File: config.mk
export PLATFORM = sky130hd
export DESIGN_NAME = shsat_unit
export DESIGN_NICKNAME = d
export VERILOG_FILES = /design/src/rtl/shsat_pkg.sv /design/src/rtl/shsat_legalize.sv /design/src/rtl/shsat_shifter.sv /design/src/rtl/shsat_clamp.sv /design/src/rtl/shsat_unit.sv
export SDC_FILE = /design/constraint.sdc
export NUM_CORES = 1
export LEC_CHECK = 0
export BUFFER_PORTS_ARGS = -buffer_cell sky130_fd_sc_hd__buf_2
export CAP_MARGIN = 10
export CORE_MARGIN = 8
export CORE_UTILIZATION = 64
export CTS_CLUSTER_SIZE = 16
export DETAILED_ROUTE_END_ITERATION = 10
export PLACE_DENSITY = 0.84
export SYNTH_ARGS = -nofsm -noshare
export SYNTH_HDL_FRONTEND = slang
export SYNTH_SLANG_ARGS = --single-unit
File: constraint.sdc
create_clock -name clk -period 1.3 [get_ports clk]
set_clock_uncertainty 0.1 [all_clocks]
set_input_delay 0.26 -clock clk [delete_from_list [all_inputs] [get_ports clk]]
set_output_delay 0.26 -clock clk [all_outputs]
set_load 0.01 [all_outputs]
File: src/rtl/shsat_pkg.sv
package shsat_pkg;
  typedef enum logic {
    SHIFT_LEFT  = 1'b0,
    SHIFT_RIGHT = 1'b1
  } shift_dir_e;
endpackage

File: src/rtl/shsat_legalize.sv
module shsat_legalize #(
  parameter int DATA_W  = 32,
  parameter int NPOS_W  = $clog2(DATA_W) + 1,
  parameter int SHAMT_W = $clog2(DATA_W)
) (
  input  logic               sat_unsigned,
  input  logic [NPOS_W-1:0]  width_raw,
  input  logic               dir_right,
  input  logic [SHAMT_W-1:0] amt_raw,
  output logic [NPOS_W-1:0]  width_eff,
  output logic               shift_en,
  output logic               err
);
  localparam logic [NPOS_W-1:0] SGN_MAX = NPOS_W'(DATA_W);
  localparam logic [NPOS_W-1:0] UNS_MAX = NPOS_W'(DATA_W - 1);

  logic width_bad;
  logic amt_bad;

  always_comb begin
    width_eff = width_raw;
    width_bad = 1'b0;
    if (sat_unsigned) begin
      if (width_raw > UNS_MAX) begin
        width_eff = UNS_MAX;
        width_bad = 1'b1;
      end
    end else begin
      if (width_raw == '0) begin
        width_eff = NPOS_W'(1);
        width_bad = 1'b1;
      end else if (width_raw > SGN_MAX) begin
        width_eff = SGN_MAX;
        width_bad = 1'b1;
      end
    end
  end

  // a zero-distance right shift is not a legal encoding: perform no shift
  assign amt_bad  = dir_right && (amt_raw == '0);
  assign shift_en = !amt_bad;
  assign err      = width_bad || amt_bad;
endmodule

File: src/rtl/shsat_shifter.sv
module shsat_shifter
  import shsat_pkg::*;
#(
  parameter int DATA_W  = 32,
  parameter int SHAMT_W = $clog2(DATA_W)
) (
  input  logic [DATA_W-1:0]  din,
  input  shift_dir_e         dir,
  input  logic               enable,
  input  logic [SHAMT_W-1:0] amt,
  output logic [DATA_W-1:0]  dout
);
  logic [DATA_W-1:0] left_val;
  logic [DATA_W-1:0] right_val;

  // the left shift keeps only the low DATA_W bits; overflow is discarded
  assign left_val  = din << amt;
  assign right_val = DATA_W'($signed(din) >>> amt);

  always_comb begin
    if (!enable) begin
      dout = din;
    end else if (dir == SHIFT_RIGHT) begin
      dout = right_val;
    end else begin
      dout = left_val;
    end
  end
endmodule

File: src/rtl/shsat_clamp.sv
module shsat_clamp #(
  parameter int DATA_W = 32,
  parameter int NPOS_W = $clog2(DATA_W) + 1
) (
  input  logic [DATA_W-1:0] din,
  input  logic              sat_unsigned,
  input  logic [NPOS_W-1:0] width,
  output logic [DATA_W-1:0] dout,
  output logic              clipped
);
  localparam int EXT_W = DATA_W + 2;

  logic signed [EXT_W-1:0] val;
  logic signed [EXT_W-1:0] bound;
  logic signed [EXT_W-1:0] hi;
  logic signed [EXT_W-1:0] lo;
  logic signed [EXT_W-1:0] sel;
  logic [NPOS_W-1:0]       exp_pos;

  assign val     = {{2{din[DATA_W-1]}}, din};
  assign exp_pos = sat_unsigned ? width : (width - NPOS_W'(1));
  assign bound   = EXT_W'(1) <<< exp_pos;
  assign hi      = bound - EXT_W'(1);
  assign lo      = sat_unsigned ? '0 : -bound;

  always_comb begin
    if (val > hi) begin
      sel = hi;
    end else if (val < lo) begin
      sel = lo;
    end else begin
      sel = val;
    end
  end

  assign dout    = sel[DATA_W-1:0];
  assign clipped = (sel != val);
endmodule

File: src/rtl/shsat_unit.sv
module shsat_unit
  import shsat_pkg::*;
#(
  parameter int DATA_W  = 32,
  parameter int NPOS_W  = $clog2(DATA_W) + 1,
  parameter int SHAMT_W = $clog2(DATA_W)
) (
  input  logic               clk,
  input  logic               rst_n,
  input  logic               in_valid,
  input  logic [DATA_W-1:0]  operand,
  input  logic               sat_unsigned,
  input  logic [NPOS_W-1:0]  sat_width,
  input  logic               shift_dir,
  input  logic [SHAMT_W-1:0] shift_amt,
  output logic               out_valid,
  output logic [DATA_W-1:0]  result,
  output logic               sat_flag,
  output logic               enc_err
);
  logic [NPOS_W-1:0] width_eff;
  logic              shift_en;
  logic              err_c;
  logic [DATA_W-1:0] shifted;
  logic [DATA_W-1:0] clamped;
  logic              clip_c;
  shift_dir_e        dir_e;

  logic              valid_q, valid_d;
  logic [DATA_W-1:0] result_q, result_d;
  logic              flag_q, flag_d;
  logic              err_q, err_d;

  assign dir_e = shift_dir_e'(shift_dir);

  shsat_legalize #(.DATA_W(DATA_W), .NPOS_W(NPOS_W), .SHAMT_W(SHAMT_W)) u_legal (
    .sat_unsigned (sat_unsigned),
    .width_raw    (sat_width),
    .dir_right    (shift_dir),
    .amt_raw      (shift_amt),
    .width_eff    (width_eff),
    .shift_en     (shift_en),
    .err          (err_c)
  );

  shsat_shifter #(.DATA_W(DATA_W), .SHAMT_W(SHAMT_W)) u_shift (
    .din    (operand),
    .dir    (dir_e),
    .enable (shift_en),
    .amt    (shift_amt),
    .dout   (shifted)
  );

  shsat_clamp #(.DATA_W(DATA_W), .NPOS_W(NPOS_W)) u_clamp (
    .din          (shifted),
    .sat_unsigned (sat_unsigned),
    .width        (width_eff),
    .dout         (clamped),
    .clipped      (clip_c)
  );

  always_comb begin
    valid_d  = in_valid;
    result_d = result_q;
    flag_d   = flag_q;
    err_d    = err_q;
    if (in_valid) begin
      result_d = clamped;
      flag_d   = clip_c;
      err_d    = err_c;
    end
  end

  always_ff @(posedge clk or negedge rst_n) begin
    if (!rst_n) begin
      valid_q  <= 1'b0;
      result_q <= '0;
      flag_q   <= 1'b0;
      err_q    <= 1'b0;
    end else begin
      valid_q  <= valid_d;
      result_q <= result_d;
      flag_q   <= flag_d;
      err_q    <= err_d;
    end
  end

  assign out_valid = valid_q;
  assign result    = result_q;
  assign sat_flag  = flag_q;
  assign enc_err   = err_q;
endmodule

==> results of run 1 <==
cells by family after synthesis:
logic type               Yosys count  synth area share (%)
AO/OA/AOI/OAI                    459                  31.6
XOR/XNOR                          23                  1.83
flip-flops                        35                  7.97
adder cells (fa/ha/maj)           69                  7.86
multiplexers                     170                  22.5
AND/OR/NAND/NOR                  433                  19.2
other                              1                0.0341
buffers and inverters            211                  8.97
per-stage QoR:
stage	cells	cell area, sq um	worst slack, ps	utilization, %
2_1_floorplan	1402	11300	-4910	-
3_3_place_gp	2096	15200	-4650	89.2
3_5_place_dp	2096	15200	-5210	89.2
4_1_cts	2129	16000	-4360	93.8
routing by layer:
layer	GRT overflow	GRT usage [%]
met5	6	55.8
met4	257	95.7
met1	33	83.6
met2	571	105
met3	45	79.6
repair_timing:
| item | CTS |
|---|---|
| gates cloned | 1 |
| setup buffers | 24 |
| hold endpoints to repair | 35 |
| hold buffers | 1 |
| gates resized for setup | 88 |
| setup endpoints to repair | 34 |
| pin swaps | 48 |
==> flow_summary.json, run 1 <==
{
  "die_w_um": 147,
  "track_usage_pct": 89.7,
  "ys_seq_elements": 35,
  "grt_pass1_wl_um": 149000,
  "die_y_um": 147,
  "yosysTopAreaCellShare_pct": 11.7,
  "syn_area_sq_um": 11000,
  "ios": 83,
  "portBuffers": 82,
  "failing_step": "global routing (5_1_grt)",
  "yosysMostFrequentCell": "nand2_1",
  "yosys-top-cells-area": "mux4_2 (12%), dfrtp_1 (8.0%), ha_1 (7.9%), mux2i_1 (7.1%), nand2_1 (5.1%)",
  "grt_pass1_vias": 21600,
  "grt_start_max_net_pins": 41,
  "cts_sinks": 35,
  "syn_avg_cell_area_sq_um": 7.84,
  "synth_cell_types": 112,
  "synthCells": 1401,
  "synth_top_area_cell": "mux4_2",
  "h-tree-depth": 2,
  "synth_flop_cell": "dfrtp_1",
  "status": "did not finish",
  "cts_buffers": 5,
  "cts_buffer_depth": 2,
  "yosys-top-cells-count": "nand2_1 (148), nor2_1 (100), clkbuf_1 (79), mux2i_1 (78), a21oi_1 (73)",
  "synthArstFlopShare_pct": 100,
  "synth_edf_count": 0,
  "row_count": 48,
  "place_hpwl_um": 50600,
  "yosys_warnings": 0,
  "synth_seq_area_share_pct": 7.97,
  "tool.error": "[ERROR GRT-0116] Global routing finished with congestion. Check the congestion regions in the DRC Viewer.",
  "cts.root.buffer_cell": "clkbuf_16",
  "start_util_pct": 64.4,
  "routabilityCongestion": 1.31,
  "grt_remaining_overflow": 912
}
==> run 2: changes to the inputs <==
--- a/config.mk
+++ b/config.mk
@@ -8,10 +8,9 @@
 export BUFFER_PORTS_ARGS = -buffer_cell sky130_fd_sc_hd__buf_2
 export CAP_MARGIN = 10
 export CORE_MARGIN = 8
-export CORE_UTILIZATION = 64
-export CTS_CLUSTER_SIZE = 16
+export CORE_UTILIZATION = 40
 export DETAILED_ROUTE_END_ITERATION = 10
-export PLACE_DENSITY = 0.84
+export PLACE_DENSITY_LB_ADDON = 0.15
 export SYNTH_ARGS = -nofsm -noshare
 export SYNTH_HDL_FRONTEND = slang
 export SYNTH_SLANG_ARGS = --single-unit
==> run 2 against run 1 <==
The flow now finishes, with violations (negative setup slack). Synthesized cell count is the same. Area after synthesis is the same.
==> flow_summary.json, run 2 <==
{
  "fin_nets": 2074,
  "cp_common_cell": "buf_6",
  "clk_latency_ps": 280,
  "status": "finished with violations",
  "drv_cap": 0,
  "wl_per_cell_um": 28.3,
  "viasPerCell": 6.55,
  "synthCells": 1401,
  "final_common_cell": "buf_4",
  "hold_path_startpoint": "in_valid",
  "synth_flop_cell": "dfrtp_1",
  "setup_viol": 34,
  "critPathTopFamily": "compound AO/OA/AOI/OAI gates",
  "fill_cells": 2383,
  "critPathLaunchType": "input pin",
  "synth_cell_types": 112,
  "endpoint": "sat_flag$_DFFE_PN0P_",
  "critPathLaunch": "sat_width[2]",
  "cts_buffer_depth": 2,
  "h-tree-depth": 2,
  "worstPathArrival_ps": 5990,
  "rsz0062_at_grt": "true",
  "final_cell_mix": "buf_4 (565), nand2_1 (141), nor2_1 (92), mux2i_1 (77), buf_2 (77)",
  "die_area_sq_um": 33000,
  "timing.critical_path.buf_inv": 9,
  "path_clk_slew_ps": 60,
  "first_iter_violations": 2150,
  "start_util_pct": 40.8,
  "grt_pass1_wl_um": 94700,
  "core_area_sq_um": 27000,
  "dpl_worst_slack_ps": -5130,
  "met2_usage_pct": 52.6,
  "largest_reg_flops": 32,
  "met1_usage_pct": 52.8,
  "critPathCaptureType": "flip-flop",
  "syn_avg_cell_area_sq_um": 7.84,
  "yosysTopAreaCellShare_pct": 11.7,
  "vias": 15100,
  "max_stage_delay_ps": 410,
  "cts_buffers": 5,
  "p_per_area_nw_per_um2": 790,
  "worstSetupPathType": "in2reg",
  "cts_sinks": 35,
  "hold_viol": 0,
  "syn_to_final_growth_pct": 54.4,
  "worstMarginPinSlew_ps": 947,
  "synth_top_area_cell": "mux4_2",
  "fin_crit_sh_pct": 456,
  "synth_edf_count": 0,
  "p_leak_nw": 7.68,
  "r2r-start": "sat_flag$_DFFE_PN0P_",
  "antenna_found_initial": 2,
  "worst-r2r-setup-slack_ps": 280,
  "yosys-top-cells-area": "mux4_2 (12%), dfrtp_1 (8.0%), ha_1 (7.9%), mux2i_1 (7.1%), nand2_1 (5.1%)",
  "ios": 83,
  "grt_pass1_vias": 14600,
  "row_count": 60,
  "critPathMaxFanout": 7,
  "synthArstFlopShare_pct": 100,
  "layout-drive-gt1-share_pct": 48.1,
  "violations": "negative setup slack",
  "peakVddDrop_uv": 520,
  "drc": 0,
  "grt_remaining_overflow": 0,
  "drtAntennaViolNets": 0,
  "die_w_um": 182,
  "yosys-top-cells-count": "nand2_1 (148), nor2_1 (100), clkbuf_1 (79), mux2i_1 (78), a21oi_1 (73)",
  "ys_seq_elements": 35,
  "synth_seq_area_share_pct": 7.97,
  "portBuffers": 82,
  "yosys_warnings": 0,
  "routabilityCongestion": 1.09,
  "syn_area_sq_um": 11000,
  "r2r_cells": 2,
  "crit_required_ps": 1370,
  "maxSlewHeadroom_pct": 36.5,
  "yosysMostFrequentCell": "nand2_1",
  "place_hpwl_um": 52600,
  "wl_um": 65100,
  "hold_class": "in2reg",
  "grt-busiest-layer": "met1",
  "fmax_mhz": 169,
  "cts.root.buffer_cell": "clkbuf_16",
  "cts_tree": "built",
  "track_usage_pct": 37.6,
  "grtUsageMet3_pct": 13.9,
  "slew_viol_final": 0,
  "timing.final.ws_setup_ps": -4620,
  "min_period_ps": 5920,
  "die_y_um": 182,
  "antenna_cells": 0,
  "crit_path_top_delay_cell": "o41a_1",
  "r2r_end": "sat_flag$_DFFE_PN0P_",
  "fin_hold_ws_ps": 280,
  "grt_start_max_net_pins": 41,
  "cp_num_cells": 29,
  "dr.pass1.iters": 6
}
-- run 2: cell families after synthesis --
group,synth area share [%]
compound gates,31.6
flops,7.97
other cells,0.0341
mux,22.5
buf+inv,8.97
fa+ha+maj,7.86
xor+xnor,1.83
simple gates,19.2
-- run 2: timing repair --
| item | in CTS | in global routing |
|---|---|---|
| resized for setup | 102 | 54 |
| hold endpoints to repair | 35 | 0 |
| pin swaps | 61 | 19 |
| endpoints found under the setup margin | 34 | 34 |
| setup buffers | 38 | 10 |
| hold buffers | 1 | 0 |
-- run 2: worst min-delay path: stages --
cell	delay [ps]
buf_2	110
buf_4	170
o21ai_1	80
-- run 2: through the flow --
| stage | cell area (sq um) | util (%) | instances | setup TNS (ps) | power (W) |
|---|---|---|---|---|---|
| floorplan | 11300 | - | 1402 | -158030 | 0.00640 |
| global placement | 15700 | 58.3 | 2248 | -165340 | 0.0109 |
| detailed placement | 15700 | 58.3 | 2248 | -165900 | 0.0109 |
| CTS | 16600 | 61.7 | 2290 | -143730 | 0.0127 |
| global route | 17000 | 62.9 | 2299 | -153860 | 0.0140 |
| finish | 17000 | 62.9 | 2299 | -148500 | 0.0134 |
-- run 2: cell type report --
| class | count | area [sq um] | share of cell area, % |
|---|---|---|---|
| inverters | 70 | 265 | 1.56 |
| well taps | 341 | 427 | 2.52 |
| clock inverters | 2 | 12.5 | 0.0738 |
| clock buffers | 6 | 129 | 0.760 |
| repair buffers | 689 | 5330 | 31.4 |
| multi-input cells | 1156 | 9920 | 58.5 |
| flip-flops and latches | 35 | 876 | 5.16 |
-- run 2: per-layer routing --
| metal | wire, um | up-vias |
|---|---|---|
| li1 | - | 6567 |
| met1 | 27200 | 7262 |
| met2 | 25800 | 1042 |
| met3 | 9590 | 177 |
| met4 | 2470 | 2 |
| met5 | 10 | - |
-- run 2: power breakdown --
part	total (W)	internal, W	switching, W	leakage [nW]
combinational	0.0107	0.00482	0.00588	7.20
clock	0.00118	0.000707	0.000472	0.0669
sequential	0.00152	0.00137	0.000153	0.416
total	0.0134	0.00690	0.00650	7.68
-- run 2: worst min-delay path by stage --
stage	to	depth (start not counted)
6_report	result[11]$_DFFE_PN0P_	3
3_5_place_dp	result[8]$_DFFE_PN0P_	2
2_1_floorplan	enc_err$_DFFE_PN0P_	0
4_1_cts	result[11]$_DFFE_PN0P_	3
5_1_grt	result[11]$_DFFE_PN0P_	3
3_3_place_gp	result[12]$_DFFE_PN0P_	2
(Power assumes the default switching activity.)
